### src/rtl/cmd_node_pkg.sv
package cmd_node_pkg;
   localparam int BYTE_W = 8;
   typedef logic [BYTE_W-1:0] byte_t;

   localparam byte_t AM_CODE   = 8'h55;
   localparam byte_t SOP_CODE  = 8'hFB;
   localparam byte_t EOP_CODE  = 8'hFD;
   localparam byte_t IDLE_CODE = 8'h07;

   typedef enum logic [2:0] {
      PS_HUNT,
      PS_ID,
      PS_LEN,
      PS_CMD,
      PS_EOP
   } pstate_e;
endpackage

### src/rtl/cmd_node_align.sv
module cmd_node_align
   import cmd_node_pkg::*;
#(
   parameter int ALIGN_RUN = 5
) (
   input  logic  clk,
   input  logic  rst_n,
   input  logic  in_vld,
   input  byte_t in_byte,
   output logic  link_up
);
   localparam int CNT_W = (ALIGN_RUN > 1) ? $clog2(ALIGN_RUN) : 1;

   logic link_q;
   logic is_marker;

   assign is_marker = in_vld && (in_byte == AM_CODE);
   assign link_up   = link_q;

   generate
      if (ALIGN_RUN == 1) begin : g_single
         always_ff @(posedge clk) begin
            if (!rst_n) link_q <= 1'b0;
            else if (is_marker) link_q <= 1'b1;
         end
      end else begin : g_count
         logic [CNT_W-1:0] run_q;
         always_ff @(posedge clk) begin
            if (!rst_n) begin
               run_q  <= '0;
               link_q <= 1'b0;
            end else if (!link_q && in_vld) begin
               if (is_marker) begin
                  if (run_q == CNT_W'(ALIGN_RUN - 1)) begin
                     link_q <= 1'b1;
                     run_q  <= '0;
                  end else begin
                     run_q <= run_q + 1'b1;
                  end
               end else begin
                  run_q <= '0;
               end
            end
         end

         AST_RUN_BOUND: assert property (@(posedge clk) disable iff (!rst_n)
            run_q < CNT_W'(ALIGN_RUN));
      end
   endgenerate

   AST_LINK_STICKY: assert property (@(posedge clk) disable iff (!rst_n)
      link_q |=> link_q);
   AST_NO_LINK_WITHOUT_MARKER: assert property (@(posedge clk) disable iff (!rst_n)
      (!link_q && !is_marker) |=> !link_q);
endmodule

### src/rtl/cmd_node_repeat.sv
module cmd_node_repeat
   import cmd_node_pkg::*;
(
   input  logic  clk,
   input  logic  rst_n,
   input  logic  link_up,
   input  logic  in_vld,
   input  byte_t in_byte,
   output logic  out_vld,
   output byte_t out_byte
);
   logic  vld_q;
   byte_t data_q;

   always_ff @(posedge clk) begin
      if (!rst_n) begin
         vld_q  <= 1'b0;
         data_q <= '0;
      end else begin
         vld_q <= link_up && in_vld;
         if (link_up && in_vld) data_q <= in_byte;
      end
   end

   assign out_vld  = vld_q;
   assign out_byte = data_q;

   AST_SILENT_BEFORE_LINK: assert property (@(posedge clk) disable iff (!rst_n)
      !link_up |=> !out_vld);
   AST_ONE_CYCLE_REPEAT: assert property (@(posedge clk) disable iff (!rst_n)
      (link_up && in_vld) |=> (out_vld && out_byte == $past(in_byte)));
endmodule

### src/rtl/cmd_node_parser.sv
module cmd_node_parser
   import cmd_node_pkg::*;
#(
   parameter byte_t NODE_ID = 8'h3C,
   parameter int    LED_CNT = 2
) (
   input  logic               clk,
   input  logic               rst_n,
   input  logic               take,
   input  byte_t              rx_byte,
   output logic [LED_CNT-1:0] led,
   output logic               err
);
   pstate_e            state_q;
   logic               match_q;
   byte_t              left_q;
   logic [LED_CNT-1:0] stage_q;
   logic [LED_CNT-1:0] stage_nxt;
   logic [LED_CNT-1:0] led_q;
   logic               err_q;
   logic               is_sop;
   logic               eop_commit;

   assign is_sop = (rx_byte == SOP_CODE);

   // Per-LED command decode: upper nibble selects the LED, low nibble 0 = on, 1 = off.
   generate
      for (genvar i = 0; i < LED_CNT; i++) begin : g_led_dec
         logic hit_on, hit_off;
         assign hit_on  = (rx_byte == {4'(i), 4'h0});
         assign hit_off = (rx_byte == {4'(i), 4'h1});
         always_comb begin
            if (hit_on)       stage_nxt[i] = 1'b1;
            else if (hit_off) stage_nxt[i] = 1'b0;
            else              stage_nxt[i] = stage_q[i];
         end
      end
   endgenerate

   assign eop_commit = take && (state_q == PS_EOP) && (rx_byte == EOP_CODE);

   always_ff @(posedge clk) begin
      if (!rst_n) begin
         state_q <= PS_HUNT;
         match_q <= 1'b0;
         left_q  <= '0;
         stage_q <= '0;
         led_q   <= '0;
         err_q   <= 1'b0;
      end else begin
         err_q <= 1'b0;
         if (take) begin
            case (state_q)
               PS_HUNT: begin
                  if (is_sop) begin
                     state_q <= PS_ID;
                     stage_q <= led_q;
                  end
               end
               PS_ID: begin
                  if (is_sop) begin
                     err_q   <= 1'b1;
                     state_q <= PS_HUNT;
                  end else begin
                     match_q <= (rx_byte == NODE_ID);
                     state_q <= PS_LEN;
                  end
               end
               PS_LEN: begin
                  if (is_sop || rx_byte == '0) begin
                     err_q   <= 1'b1;
                     state_q <= PS_HUNT;
                  end else begin
                     left_q  <= rx_byte;
                     state_q <= PS_CMD;
                  end
               end
               PS_CMD: begin
                  if (is_sop) begin
                     err_q   <= 1'b1;
                     state_q <= PS_HUNT;
                  end else begin
                     if (match_q) stage_q <= stage_nxt;
                     if (left_q == 8'd1) state_q <= PS_EOP;
                     left_q <= left_q - 1'b1;
                  end
               end
               PS_EOP: begin
                  if (rx_byte == EOP_CODE) begin
                     if (match_q) led_q <= stage_q;
                  end else begin
                     err_q <= 1'b1;
                  end
                  state_q <= PS_HUNT;
               end
               default: state_q <= PS_HUNT;
            endcase
         end
      end
   end

   assign led = led_q;
   assign err = err_q;

   AST_LED_ONLY_AT_EOP: assert property (@(posedge clk) disable iff (!rst_n)
      !eop_commit |=> $stable(led_q));
   AST_LEN_ZERO_FLAG: assert property (@(posedge clk) disable iff (!rst_n)
      (take && state_q == PS_LEN && rx_byte == '0) |=> err_q);
   AST_CMD_COUNT_LIVE: assert property (@(posedge clk) disable iff (!rst_n)
      (state_q == PS_CMD) |-> (left_q != '0));
   AST_ERR_SINGLE: assert property (@(posedge clk) disable iff (!rst_n)
      err_q |=> !err_q);
   AST_MID_SOP_FLAG: assert property (@(posedge clk) disable iff (!rst_n)
      (take && is_sop && state_q != PS_HUNT) |=> (err_q && state_q == PS_HUNT));
endmodule

### src/rtl/cmd_node.sv
module cmd_node
   import cmd_node_pkg::*;
#(
   parameter logic [7:0] NODE_ID   = 8'h3C,
   parameter int         ALIGN_RUN = 5,
   parameter int         LED_CNT   = 2
) (
   input  logic               clk,
   input  logic               rst_n,
   input  logic               in_vld,
   input  logic [7:0]         in_byte,
   output logic               out_vld,
   output logic [7:0]         out_byte,
   output logic               link_up,
   output logic [LED_CNT-1:0] led_o,
   output logic               err_pulse
);
   logic link_w;
   logic take_w;

   initial begin
      AST_CFG_RUN: assert (ALIGN_RUN >= 1) else $error("ALIGN_RUN must be at least 1");
      AST_CFG_LEDS: assert (LED_CNT >= 1 && LED_CNT <= 16) else $error("LED_CNT must be 1..16");
      AST_CFG_ID: assert (NODE_ID != SOP_CODE) else $error("NODE_ID collides with start byte");
   end

   cmd_node_align #(.ALIGN_RUN(ALIGN_RUN)) u_align (
      .clk     (clk),
      .rst_n   (rst_n),
      .in_vld  (in_vld),
      .in_byte (in_byte),
      .link_up (link_w)
   );

   assign take_w = link_w && in_vld;

   cmd_node_repeat u_repeat (
      .clk      (clk),
      .rst_n    (rst_n),
      .link_up  (link_w),
      .in_vld   (in_vld),
      .in_byte  (in_byte),
      .out_vld  (out_vld),
      .out_byte (out_byte)
   );

   cmd_node_parser #(.NODE_ID(NODE_ID), .LED_CNT(LED_CNT)) u_parser (
      .clk     (clk),
      .rst_n   (rst_n),
      .take    (take_w),
      .rx_byte (in_byte),
      .led     (led_o),
      .err     (err_pulse)
   );

   assign link_up = link_w;

   AST_RESET_QUIET: assert property (@(posedge clk)
      !rst_n |=> (!link_up && !out_vld && !err_pulse && led_o == '0));
endmodule

### config.mk
export PLATFORM = sky130hd
export DESIGN_NAME = cmd_node
export DESIGN_NICKNAME = d
export VERILOG_FILES = /design/src/rtl/cmd_node_pkg.sv /design/src/rtl/cmd_node_align.sv /design/src/rtl/cmd_node_repeat.sv /design/src/rtl/cmd_node_parser.sv /design/src/rtl/cmd_node.sv
export SDC_FILE = /design/constraint.sdc
export NUM_CORES = 1
export LEC_CHECK = 0
export BUFFER_PORTS_ARGS = -buffer_cell sky130_fd_sc_hd__buf_2
export CAP_MARGIN = 20
export CORE_UTILIZATION = 54
export CTS_BUF_LIST = sky130_fd_sc_hd__clkbuf_2
export CTS_CLUSTER_DIAMETER = 150
export DETAILED_ROUTE_END_ITERATION = 10
export GPL_TIMING_DRIVEN = 0
export PLACE_DENSITY = 0.85
export RECOVER_POWER = 50
export SLEW_MARGIN = 20
export SYNTH_ARGS = -nofsm -noshare
export SYNTH_HDL_FRONTEND = slang
export SYNTH_SLANG_ARGS = --single-unit
export TNS_END_PERCENT = 5
### constraint.sdc
create_clock -name clk -period 2.05 [get_ports clk]
set_clock_uncertainty 0.05 [all_clocks]
set_input_delay 0.41 -clock clk [delete_from_list [all_inputs] [get_ports clk]]
set_output_delay 0.41 -clock clk [all_outputs]
set_load 0.01 [all_outputs]
==> results of run 1 <==
## metal layers
metal	part of all wire	track usage	wire, um	vias up
li1	-	-	-	906
met1	0.44	0.374	1990	850
met2	0.45	0.453	2020	97
met3	0.096	0.0786	434	11
met4	0.016	0.103	73	0
met5	0	0	0	-
## worst max-delay path, stage by stage (launching register included)
cell and delay (ns):
dfxtp_1 0.43, clkbuf_2 0.27, nand3b_1 0.26, buf_2 0.27, nor4_1 0.32, o21ai_0 0.13, mux2i_1 0.14
## flip-flops by register name, indices dropped and copies added (netlist names)
name                   count
u_parser.stage_q           2
u_align.g_count.run_q      3
u_parser.led               2
u_parser.left_q            8
u_parser.match_q           1
u_align.link_up            1
u_repeat.out_byte          8
u_parser.err               1
u_repeat.out_vld           1
u_parser.state_q           3
## logic make-up after synthesis
| family | after synthesis |
|---|---|
| simple gates | 99 |
| compound gates | 70 |
| flops | 30 |
| mux | 2 |
| buf+inv | 24 |
| fa+ha+maj | 4 |
## where the power goes
| part | switching [mW] | total [mW] | internal (mW) |
|---|---|---|---|
| Clock | 0.201 | 0.284 | 0.0837 |
| Combinational | 0.0487 | 0.0685 | 0.0198 |
| Sequential | 0.0000114 | 0.583 | 0.583 |
## per-stage QoR
stage	worst slack, ns	TNS [ns]	total power, mW	hold slack [ns]
finish	0.119	0	0.936	0.251
detailed placement	-0.341	-1.74	0.662	0.397
CTS	0.0274	0	0.940	0.239
floorplan	0.0366	0	0.635	0.385
global route	-0.0174	-0.0174	0.978	0.208
global placement	-0.293	-1.43	0.661	0.392
## timing repair
action / CTS / global route
setup endpoints to repair: 0 / 5
gates resized for setup: 0 / 5
endpoints found under the hold margin: 0 / 0
## cell type report
type | instances | share of cell area
Buffer | 15 | 0.0362
Clock buffer | 6 | 0.0153
Clock inverter | 2 | 0.00445
Inverter | 9 | 0.0172
Multi-Input combinational cell | 175 | 0.553
Sequential cell | 30 | 0.305
Tap cell | 44 | 0.0280
Timing Repair Buffer | 19 | 0.0407
## placed cells by master (no fill, tap or decap), types with 2 or more instances in the layout
cell and count:
nand4_1 8, nand3b_1 2, clkbuf_1 20, ha_1 4
buf_2 11, mux2i_1 2, nor4_1 4, nand3_1 4
clkbuf_2 8, or3_1 5, a211oi_1 4, nor3b_1 4
o311a_1 2, a21oi_1 22, o21ai_0 15, a31oi_1 7
a31o_2 4, nand4b_1 2, nor3_1 3, nand2b_1 3
inv_1 9, dfxtp_1 30, o211ai_1 3, a22o_1 2
nand2_1 36, nor2_1 11, and2_1 4, or4_1 3
## final timing paths
kind | startpoint | cells after the start | end
max | u_parser.state_q[0] | 6 | u_parser.stage_q[1]
min | in_byte[1] | 3 | u_repeat.out_byte[1]
min reg2reg | u_repeat.out_byte[3] | 2 | u_repeat.out_byte[3]
max reg2reg | u_parser.state_q[0] | 6 | u_parser.stage_q[1]
==> metrics.cfg, run 1 <==
[yosys]
synth_commonest_cells=nand2_1 (36), dfxtp_1 (30), a21oi_1 (22), o21ai_0 (15), nor2_1 (11)
synth_fa_ha_area_frac=0.0280
muxShareOfSynthArea=0.0112
synth_edf_count=0
synth_compound_area_frac=0.268
ys_warn_count=0
synthSimpleGateAreaFrac=0.300
yosysMostFrequentCell=nand2_1
synth.distinct_cells=48
synth_area_per_cell_um2=7.80
synth_nets=244
synth_cells=229
synth_top_area_share=0.336
yosys.area.top_type=dfxtp_1
ys.flop_type=dfxtp_1
synth_area_um2=1790
synth_top_family_by_area=simple AND/OR/NAND/NOR gates
synth_async_sr_flop_share=0
synthTopCellsByArea=dfxtp_1 (34%), nand2_1 (7.6%), a21oi_1 (6.2%), o21ai_0 (4.2%), ha_1 (2.8%)
synthXorXnorAreaFrac=0
synth_seq_area_share=0.336
synth-seq-cells=30

[clock_tree]
numCtsBuffers=5
cts_setup_buffers=0
clk_pin_slew_ns=0.15
clk_latency_ns=0.37
h-tree-depth=2
cts_hold_buf=0
clock_sinks=30
tritoncts=built
cts.path.max_buffers=2
clock-root-buffer=clkbuf_2

[finish]
design_area_um2=1970
register_area_um2=601
drive_gt1_frac=0.125
multiInputGateArea_um2=1090
fin_cells=300
fin_util=0.634
diodes=0
area_growth_pct=10.2
final_nets=270
fill_cells=313

[global_routing]
track_usage=0.287
grt_pass1_vias=1623
grt_max_degree=11
grt_antenna_before_repair=0
grt_pass1_wl_mm=7.60
grt_overflow=0

[placement]
gp_congestion=0.952
dp_cells=292
dp_hpwl_mm=3.28
portBuffers=19
placed_area_um2=1940

[floorplan]
ios=24
die_h_um=59.5
start_util=0.576
dieArea_um2=3540
die-width_um=59.5
coreArea_um2=3100
std_cell_rows=20

[timing]
rsz0062_at_grt=true
period_needed_ns=1.93
worstMarginPinSlew_ns=0.572
finalSetupViolations=0
final-hold-violation-count=0
slew_headroom=0.619
max_freq_mhz=518
drv_slew=0
period_share=0.942

[setup_path]
rrSetupSlack_ns=0.12
crit_arrival_ns=2.19
critPathRequiredTime_ns=2.31
worstSetupEndpointType=register
cp_max_fo=10
critPathKind=reg -> reg
cp-start-kind=register

[hold_path]
min_path_type=in -> reg

[power]
leakage_nw=0.631
p_per_area_nw_per_um2=476
ir_worst_vdd_mv=0.351

[drt]
vias=1864
dr.pass1.iters=5
drc=0
vias_per_cell=6.21
wl_per_cell_um=15.1
drt_iter0_drc=177
drt-total-wl_mm=4.52
ant_nets=0

[outcome]
status=completed

[run]
cap_violations=0

No activity file was read; power rests on OpenSTA's default activity.
==> run 2, diff against run 1 <==
--- a/config.mk
+++ b/config.mk
@@ -13,7 +13,7 @@
 export DETAILED_ROUTE_END_ITERATION = 10
 export GPL_TIMING_DRIVEN = 0
 export PLACE_DENSITY = 0.85
-export RECOVER_POWER = 50
+export RECOVER_POWER = 25
 export SLEW_MARGIN = 20
 export SYNTH_ARGS = -nofsm -noshare
 export SYNTH_HDL_FRONTEND = slang
==> run 2 against run 1 <==
Net effect: final area grew 0.25%; sequential power is essentially flat; die area is the same; global-route usage is the same; utilization grew 0.16 points; sequential share of layout area shrank 0.077 points; cell count is the same; first-iteration DRC count shrank 0.56%; routed wire length grew 0.29%; sequential cell count is the same.
==> metrics.cfg, run 2 (synthesized netlist as in run 1, its figures left out) <==
[outcome]
status=completed

[drt]
drt_iter0_drc=176  ; -0.56%
drc=0  ; unchanged
ant_nets=0  ; unchanged
vias_per_cell=6.26  ; +0.70%
vias=1877  ; +0.70%
drt-total-wl_mm=4.54  ; +0.29%
dr.pass1.iters=6  ; +1
wl_per_cell_um=15.1  ; +0.29%

[timing]
whs_ns=0.251  ; -0.000756 ns
finalSetupViolations=0  ; unchanged
rsz0062_at_grt=true
worstMarginPinSlew_ns=0.553  ; -0.0190 ns
period_share=0.935  ; -0.00735
period_needed_ns=1.92  ; -0.0151 ns
final-hold-violation-count=0  ; unchanged
max_freq_mhz=522  ; +0.79%
drv_slew=0  ; unchanged
final.setup.tns_ns=0  ; unchanged
slew_headroom=0.631  ; +0.0127

[setup_path]
crit_slowest_cell=o311a_1
worstSetupEndpointType=register
critPathRequiredTime_ns=2.28  ; -0.03 ns
critPathTopFamily=compound AO/OA/AOI/OAI gates
cp-start-kind=register
path_cells=and2_1, clkbuf_1, o211ai_1, o311a_1, a31o_2
critPathMaxStageDelay_ns=0.42  ; about the same
cp_num_buf_inv=1  ; -1
cp_max_fo=7  ; -3
critPathKind=reg -> reg
crit_arrival_ns=2.15  ; -0.04 ns
rrSetupSlack_ns=0.13  ; +0.02 ns

[power]
leakage_nw=0.649  ; +2.8%
power.share.sequential=0.623  ; about the same
p_int_uw=687  ; about the same
pwr-share-clk=0.304  ; about the same
p_per_area_nw_per_um2=474  ; -0.24%
switchingPower_uw=249  ; about the same
power_frac_comb=0.073  ; about the same
swShare=0.266  ; about the same
ir_worst_vdd_mv=0.353  ; +0.56%

[floorplan]
start_util=0.576  ; unchanged
coreArea_um2=3100  ; unchanged
dieArea_um2=3540  ; unchanged
std_cell_rows=20  ; unchanged
die-width_um=59.5  ; unchanged
ios=24  ; unchanged
die_h_um=59.5  ; unchanged

[clock_tree]
numCtsBuffers=5  ; unchanged
clock_sinks=30  ; unchanged
clk_latency_ns=0.37  ; about the same
clk_pin_slew_ns=0.15  ; about the same
tritoncts=built
h-tree-depth=2  ; unchanged
cts.path.max_buffers=2  ; unchanged
clock-root-buffer=clkbuf_2
cts_setup_buffers=0  ; unchanged

[placement]
placed_area_um2=1940  ; unchanged
portBuffers=19  ; unchanged
dp_hpwl_mm=3.28  ; unchanged
gp_congestion=0.952  ; unchanged
dp_cells=292  ; unchanged

[finish]
drive_gt1_frac=0.141  ; +0.0156
layout_commonest_cell=nand2_1
fin_cells=300  ; unchanged
design_area_um2=1970  ; +0.25%
area_growth_pct=10.4
diodes=0  ; unchanged
final_nets=270  ; unchanged
layout_common_cells=nand2_1 (36), dfxtp_1 (30), a21oi_1 (22), clkbuf_1 (16)

[hold_path]
min_path_type=in -> reg

[global_routing]
grt_pass1_wl_mm=7.60  ; unchanged
grt_overflow=0  ; unchanged
grt_pass1_vias=1623  ; unchanged
grt_antenna_before_repair=0  ; unchanged
grt_max_degree=11  ; unchanged
track_usage=0.287  ; unchanged

[run]
cap_violations=0  ; unchanged

## run 2: changes by cell type in the layout (fill, tap and decap cells not counted), sizes merged
cell / delta
buf: +4
clkbuf: -4
## run 2: what timing repair did
item                                    4_1_cts  5_1_grt
endpoints found under the setup margin        0        5
resized for setup                             0        5
hold buffers                                  0        0
## run 2: area by class of cell
cell class	count	area (um^2)
Multi-Input combinational cell	175	1090
Timing Repair Buffer	19	85.1
Inverter	9	33.8
Tap cell	44	55.1
Fill cell	311	1130
Sequential cell	30	601
Buffer	15	71.3
Clock buffer	6	30.0
Clock inverter	2	8.76
## run 2: metrics by stage
stage,power (mW),setup slack [ns],util
global route,0.978,-0.0174,0.636
CTS,0.940,0.0274,0.637
detailed placement,0.662,-0.341,0.624
global placement,0.661,-0.293,0.624
finish,0.936,0.134,0.636
floorplan,0.635,0.0366,-
## run 2: final timing paths
path              cells after the start                    to                  from
setup / recovery                      5    u_parser.left_q[6]       u_align.link_up
hold / removal                        3  u_repeat.out_byte[1]            in_byte[1]
setup reg to reg                      5    u_parser.left_q[6]       u_align.link_up
hold reg to reg                       2  u_repeat.out_byte[3]  u_repeat.out_byte[3]
## run 2: worst min-delay path: cells and delay by family
kind | cells | cell delay (ns)
buffers and inverters | 1 | 0.11
AND/OR/NAND/NOR | 1 | 0.05
AO/OA/AOI/OAI | 1 | 0.05
## run 2: metal layers
| metal | part of all wire | global-route usage | vias up |
|---|---|---|---|
| li1 | - | - | 906 |
| met1 | 0.44 | 0.374 | 862 |
| met2 | 0.45 | 0.453 | 98 |
| met3 | 0.089 | 0.0786 | 11 |
| met4 | 0.016 | 0.103 | 0 |
| met5 | 0 | 0 | - |
## run 2: power groups by stage
stage	registers, mW	clock network, mW	logic (mW)
after floorplan	0.596	0	0.0386
after global placement	0.596	0	0.0655
after detailed placement	0.596	0	0.0664
after CTS	0.583	0.290	0.0664
after global routing	0.584	0.319	0.0745
final	0.583	0.284	0.0685
